File: src/rtl/hdr_pkg.sv
package hdr_pkg;
  localparam int WGT_BITS = 8;   // weight fraction bits (1.0 == 256)
  localparam int SCL_FRAC = 8;   // scale factor fraction bits

  typedef enum logic [1:0] {
    SEL_HG  = 2'd0,
    SEL_LG  = 2'd1,
    SEL_MIX = 2'd2
  } gain_sel_e;
endpackage

File: src/rtl/hdr_scale_stage.sv
module hdr_scale_stage #(
  parameter int S1W = 12,
  parameter int S2W = 12,
  parameter int SCW = 16,
  parameter int OW  = S2W + SCW - hdr_pkg::SCL_FRAC
) (
  input  logic           clk,
  input  logic           rst,
  input  logic           adv,
  input  logic           v_i,
  input  logic [S1W-1:0] s1_i,
  input  logic [S2W-1:0] s2_i,
  input  logic [SCW-1:0] scale_i,
  input  logic [S1W-1:0] sat_i,
  output logic           v_o,
  output logic [S1W-1:0] s1_o,
  output logic [OW-1:0]  s2s_o,
  output logic [S1W-1:0] tlo_o,
  output logic [S1W-1:0] thi_o
);
  localparam int PW = S2W + SCW;
  localparam logic [PW-1:0] HALF = PW'(1) << (hdr_pkg::SCL_FRAC - 1);

  logic [PW-1:0]  prod;
  logic [PW-1:0]  rnd;
  logic [S1W-1:0] half_sat, qtr_sat;

  always_comb begin
    prod     = PW'(s2_i) * PW'(scale_i);
    rnd      = prod + HALF;
    half_sat = sat_i >> 1;
    qtr_sat  = sat_i >> 2;
  end

  always_ff @(posedge clk) begin
    if (rst) v_o <= 1'b0;
    else if (adv) v_o <= v_i;
  end

  always_ff @(posedge clk) begin
    if (adv && v_i) begin
      s1_o  <= s1_i;
      s2s_o <= OW'(rnd >> hdr_pkg::SCL_FRAC);
      tlo_o <= half_sat;
      thi_o <= half_sat + qtr_sat;
    end
  end

  // thresholds ordered: three-quarter point never below half point
  assert_thresh_order_R4: assert property (@(posedge clk) disable iff (rst)
    v_o |-> (thi_o >= tlo_o));
endmodule

File: src/rtl/hdr_region_stage.sv
module hdr_region_stage #(
  parameter int S1W = 12,
  parameter int OW  = 20
) (
  input  logic                          clk,
  input  logic                          rst,
  input  logic                          adv,
  input  logic                          v_i,
  input  logic [S1W-1:0]                s1_i,
  input  logic [OW-1:0]                 s2s_i,
  input  logic [S1W-1:0]                tlo_i,
  input  logic [S1W-1:0]                thi_i,
  output logic                          v_o,
  output logic [S1W-1:0]                s1_o,
  output logic [OW-1:0]                 s2s_o,
  output hdr_pkg::gain_sel_e            sel_o,
  output logic [hdr_pkg::WGT_BITS-1:0]  w_o
);
  import hdr_pkg::*;
  localparam int RW = S1W + 1;

  gain_sel_e          sel_c;
  logic [WGT_BITS-1:0] q_c;
  logic [S1W-1:0]     band, offs;
  logic [RW-1:0]      rem;

  // restoring division: q = floor(offs * 2^WGT_BITS / band), offs < band
  always_comb begin
    band = thi_i - tlo_i;
    offs = s1_i - tlo_i;
    rem  = RW'(offs);
    q_c  = '0;
    for (int i = WGT_BITS - 1; i >= 0; i--) begin
      rem = rem << 1;
      if (rem >= RW'(band)) begin
        rem    = rem - RW'(band);
        q_c[i] = 1'b1;
      end
    end
    if (s1_i >= thi_i)     sel_c = SEL_LG;
    else if (s1_i < tlo_i) sel_c = SEL_HG;
    else                   sel_c = SEL_MIX;
  end

  always_ff @(posedge clk) begin
    if (rst) v_o <= 1'b0;
    else if (adv) v_o <= v_i;
  end

  always_ff @(posedge clk) begin
    if (adv && v_i) begin
      s1_o  <= s1_i;
      s2s_o <= s2s_i;
      sel_o <= sel_c;
      w_o   <= (sel_c == SEL_MIX) ? q_c : '0;
    end
  end

  // a blend is only chosen inside the band, using the previous stage's thresholds
  assert_mix_band_R4: assert property (@(posedge clk) disable iff (rst)
    (adv && v_i) |=> ((sel_o == SEL_MIX) ==
      (($past(s1_i) >= $past(tlo_i)) && ($past(s1_i) < $past(thi_i)))));
  // high-gain pass only below the half point
  assert_hg_region_R2: assert property (@(posedge clk) disable iff (rst)
    (adv && v_i && (s1_i < tlo_i)) |=> (sel_o == SEL_HG));
endmodule

File: src/rtl/hdr_blend_stage.sv
module hdr_blend_stage #(
  parameter int S1W = 12,
  parameter int OW  = 20
) (
  input  logic                          clk,
  input  logic                          rst,
  input  logic                          adv,
  input  logic                          v_i,
  input  logic [S1W-1:0]                s1_i,
  input  logic [OW-1:0]                 s2s_i,
  input  hdr_pkg::gain_sel_e            sel_i,
  input  logic [hdr_pkg::WGT_BITS-1:0]  w_i,
  output logic                          v_o,
  output logic [OW-1:0]                 d_o
);
  import hdr_pkg::*;
  localparam int DW = OW + 1;
  localparam int MW = DW + WGT_BITS + 1;

  logic signed [DW-1:0] diff;
  logic signed [MW-1:0] prod, rnd, step;
  logic [OW-1:0]        s1x, mix;

  always_comb begin
    s1x  = OW'(s1_i);
    diff = $signed({1'b0, s2s_i}) - $signed({1'b0, s1x});
    prod = MW'(diff) * $signed({{(MW-WGT_BITS){1'b0}}, w_i});
    rnd  = prod + MW'(1 << (WGT_BITS - 1));
    step = rnd >>> WGT_BITS;
    mix  = s1x + OW'(step);
  end

  always_ff @(posedge clk) begin
    if (rst) v_o <= 1'b0;
    else if (adv) v_o <= v_i;
  end

  always_ff @(posedge clk) begin
    if (adv && v_i) begin
      case (sel_i)
        SEL_LG:  d_o <= s2s_i;
        SEL_HG:  d_o <= s1x;
        default: d_o <= mix;
      endcase
    end
  end

  // result bounded by its two sources
  assert_bounded_R8: assert property (@(posedge clk) disable iff (rst)
    (adv && v_i) |=> ((d_o >= (($past(s2s_i) < OW'($past(s1_i))) ? $past(s2s_i) : OW'($past(s1_i)))) &&
                      (d_o <= (($past(s2s_i) > OW'($past(s1_i))) ? $past(s2s_i) : OW'($past(s1_i))))));
  // bright pixels pass the scaled low-gain value
  assert_lg_pass_R3: assert property (@(posedge clk) disable iff (rst)
    (adv && v_i && (sel_i == SEL_LG)) |=> (d_o == $past(s2s_i)));
  // bubbles create no output
  assert_bubble_R9: assert property (@(posedge clk) disable iff (rst)
    (adv && !v_i) |=> !v_o);
endmodule

File: src/rtl/hdr_combine.sv
module hdr_combine #(
  parameter int S1W = 12,
  parameter int S2W = 12,
  parameter int SCW = 16,
  parameter int OW  = S2W + SCW - hdr_pkg::SCL_FRAC
) (
  input  logic           clk,
  input  logic           rst,
  input  logic [SCW-1:0] cfg_scale,
  input  logic [S1W-1:0] cfg_sat,
  input  logic           in_valid,
  output logic           in_ready,
  input  logic [S1W-1:0] in_s1,
  input  logic [S2W-1:0] in_s2,
  output logic           out_valid,
  input  logic           out_ready,
  output logic [OW-1:0]  out_hdr
);
  import hdr_pkg::*;

  logic                adv;
  logic                v1, v2;
  logic [S1W-1:0]      s1_a, s1_b, tlo_a, thi_a;
  logic [OW-1:0]       s2s_a, s2s_b;
  gain_sel_e           sel_b;
  logic [WGT_BITS-1:0] w_b;

  assign adv      = out_ready || !out_valid;
  assign in_ready = adv;

  hdr_scale_stage #(.S1W(S1W), .S2W(S2W), .SCW(SCW), .OW(OW)) u_scale (
    .clk, .rst, .adv, .v_i(in_valid), .s1_i(in_s1), .s2_i(in_s2),
    .scale_i(cfg_scale), .sat_i(cfg_sat), .v_o(v1), .s1_o(s1_a),
    .s2s_o(s2s_a), .tlo_o(tlo_a), .thi_o(thi_a));

  hdr_region_stage #(.S1W(S1W), .OW(OW)) u_region (
    .clk, .rst, .adv, .v_i(v1), .s1_i(s1_a), .s2s_i(s2s_a),
    .tlo_i(tlo_a), .thi_i(thi_a), .v_o(v2), .s1_o(s1_b),
    .s2s_o(s2s_b), .sel_o(sel_b), .w_o(w_b));

  hdr_blend_stage #(.S1W(S1W), .OW(OW)) u_blend (
    .clk, .rst, .adv, .v_i(v2), .s1_i(s1_b), .s2s_i(s2s_b),
    .sel_i(sel_b), .w_i(w_b), .v_o(out_valid), .d_o(out_hdr));

  // stalled output word holds
  assert_hold_R6: assert property (@(posedge clk) disable iff (rst)
    (out_valid && !out_ready) |=> (out_valid && $stable(out_hdr)));
  // no acceptance while the output is blocked
  assert_block_R6: assert property (@(posedge clk) disable iff (rst)
    (out_valid && !out_ready) |-> !in_ready);
endmodule

File: config.mk
export PLATFORM = sky130hd
export DESIGN_NAME = hdr_combine
export DESIGN_NICKNAME = d
export VERILOG_FILES = /design/src/rtl/hdr_pkg.sv /design/src/rtl/hdr_scale_stage.sv /design/src/rtl/hdr_region_stage.sv /design/src/rtl/hdr_blend_stage.sv /design/src/rtl/hdr_combine.sv
export SDC_FILE = /design/constraint.sdc
export NUM_CORES = 1
export LEC_CHECK = 0
export CORE_MARGIN = 2
export CORE_UTILIZATION = 45
export CTS_BUF_LIST = sky130_fd_sc_hd__clkbuf_8
export DETAILED_ROUTE_END_ITERATION = 8
export SYNTH_ARGS = -nofsm -noshare
export SYNTH_HDL_FRONTEND = slang
export SYNTH_SLANG_ARGS = --single-unit
File: constraint.sdc
create_clock -name clk -period 28 [get_ports clk]
set_clock_uncertainty 0.05 [all_clocks]
set_input_delay 5.6 -clock clk [delete_from_list [all_inputs] [get_ports clk]]
set_output_delay 5.6 -clock clk [all_outputs]
set_load 0.02 [all_outputs]
==> out/qor.yml <==
clock_network:
  clk_latency_ps: 490
  htreeDepth: 4
  cts_root_buffer: "clkbuf_8"
  cts_hold_buf: 0
  cts_made_buffers: 17
  clockBufferDepth: 2
  clock-sinks: 120
  cts_tree: "yes"
  clkTransAtPathRegs_ps: 90
  cts_setup_buffers: 0
  ctsResizeCount: 0
place:
  gp_congestion: 0.880
  hpwl_mm: 44.8
  portBuffers: 76
synth:
  synth_fp_nets: 3151
  synth_edf_count: 117
  ys_ff_latch: 120
  synth_area_um2: 22900
  synthArstFlopShare: 0
  syn_avg_cell_area_um2: 9.07
  synth_cell_types: 77
  ys_warn_count: 0
  synth_seq_area_share: 0.156
  synthFlopType: "edfxtp_1"
  synth_cells: 2520
worst_setup_path:
  crit_family: "compound AO/OA/AOI/OAI gates"
  crit_fanout: 19
  reg2reg_from: "u_scale.thi_o[0]$_DFFE_PP_"
  r2r_cells: 109
  endpoint: "u_region.w_o[0]$_SDFFCE_PP0P_"
  critical_path_arrival_ps: 25790
  path_depth: 109
  crit_type: "reg -> reg"
  r2r_setup_slack_ps: 2400
  crit_required_ps: 28190
  r2r-end: "u_region.w_o[0]$_SDFFCE_PP0P_"
  cp-start-kind: "flip-flop"
  end_kind: "flip-flop"
  slowest_stage: "xor2_1"
  crit_buf_inv: 3
  slowest_delay_ps: 870
  crit_start: "u_scale.thi_o[0]$_DFFE_PP_"
  cpMostUsedCell: "a21oi_1"
timing:
  setup-tns-final_ps: 0
  setup_viol: 0
  post-route-min-period_ps: 25600
  fin_crit_sh: 0.914
  rsz0062_at_grt: "false"
  hold_viol: 0
  max_slew_margin: 0.240
  worst_pin_slew_ps: 1140
  fin_hold_ws_ps: 367
  maxSlewViolCount: 0
  max_freq_mhz: 39.1
detailed_routing:
  drt_iter0_markers: 899
  first_pass_iters: 5
  routed_wl_mm: 54.5
  ant_nets: 0
  drc: 0
  wire_per_inst_um: 16.8
  num_vias: 17252
  drt-vias-per-instance: 5.31
die:
  die_height_um: 229
  start_util: 0.456
  placeableCoreArea_um2: 50200
  dieArea_um2: 52600
  fp.dieW_um: 229
  fp-row-count: 82
  pin_count: 78
final_layout:
  n_antenna_cell: 0
  layout.cells.most_common_list: "inv_1 (420), ha_1 (302), fa_1 (273)"
  syn_to_final_growth_pct: 7.94
  mostFrequentLayoutCell: "inv_1"
  nets: 3193
  layout-drive-gt1-share: 0.0435
  utilization: 0.492
global_routing:
  track_usage: 0.217
  antenna_found_initial: 0
  grt_pass1_vias: 18310
  grt_pass1_wl_mm: 92.5
  grt_start_max_net_pins: 56
  gr-total-overflow: 0
outcome:
  outcome: "finished clean"
min_path:
  hp-class: "reg -> reg"
run:
  max_cap_viol_count: 0
==> per-layer routing <==
layer	routed length (um)	track usage
met5	0	0
met4	698	0.0430
met3	2490	0.0311
met2	25600	0.366
met1	25700	0.298
==> Yosys cell counts (all sizes together) (19+ instances only) <==
master / instances / share of area
a21o: 48 / 0.016
a21oi: 116 / 0.026
and2: 153 / 0.042
clkbuf: 57 / 0.0094
edfxtp: 117 / 0.15
fa: 273 / 0.24
ha: 302 / 0.17
inv: 420 / 0.069
mux2: 50 / 0.025
mux2i: 19 / 0.0083
nand2: 267 / 0.044
nand2b: 30 / 0.0082
nand3: 19 / 0.0042
nor2: 127 / 0.021
nor2b: 29 / 0.0079
nor3: 49 / 0.011
o21a: 42 / 0.014
o21ai: 75 / 0.016
o21bai: 35 / 0.011
xnor2: 111 / 0.043
xor2: 37 / 0.014
==> flip-flops by register name, summed over array words and instances, names as in the netlist, 2 cells and up <==
register and count:
u_scale.s2s_o 20, u_blend.d_o 20, u_region.s2s_o 20, u_region.w_o 8, u_region.sel_o 2, u_scale.tlo_o 11
u_scale.thi_o 12, u_region.s1_o 12, u_scale.s1_o 12
==> through the flow <==
| step | instance area (um2) | worst slack (ps) | std cells |
|---|---|---|---|
| floorplan | 22900 | 7100 | 2520 |
| global placement | 24300 | 2920 | 3215 |
| CTS | 24700 | 2360 | 3247 |
| finish | 24700 | 2400 | 3247 |
| detailed placement | 24300 | 2440 | 3215 |
| global route | 24700 | 153 | 3247 |
==> final cells by class <==
type	instances	area, um2
fillers	4742	25500
multi-input cells	1916	17500
flip-flops and latches	120	3570
inverters	420	1580
repair buffers	87	843
well taps	672	841
clock buffers	18	248
clock inverters	14	140
==> how the worst min path moves through the flow <==
stage                               start                           to  slack [ps]  depth (start not counted)
6_report       u_scale.s2s_o[3]$_DFFE_PP_  u_region.s2s_o[3]$_DFFE_PP_         370                          0
5_1_grt        u_scale.s2s_o[3]$_DFFE_PP_  u_region.s2s_o[3]$_DFFE_PP_         370                          0
4_1_cts        u_scale.s2s_o[2]$_DFFE_PP_  u_region.s2s_o[2]$_DFFE_PP_         370                          0
3_5_place_dp   u_scale.s2s_o[0]$_DFFE_PP_  u_region.s2s_o[0]$_DFFE_PP_         350                          0
3_3_place_gp   u_scale.s2s_o[1]$_DFFE_PP_  u_region.s2s_o[1]$_DFFE_PP_         350                          0
2_1_floorplan  u_scale.s2s_o[0]$_DFFE_PP_  u_region.s2s_o[0]$_DFFE_PP_         350                          0
==> cells by family (layout without fill, tap and decap cells) <==
group,after synthesis,in the layout,share of synthesized area
multiplexers,69,69,0.0333
AO/OA/AOI/OAI,401,401,0.117
adder cells (fa/ha/maj),575,575,0.404
flip-flops,120,120,0.156
XOR/XNOR,148,148,0.0567
AND/OR/NAND/NOR,723,723,0.152
buffers and inverters,484,539,0.0804
Power is not shown: default switching activity piles up to over one toggle a cycle in this logic, so the estimate is an artifact.
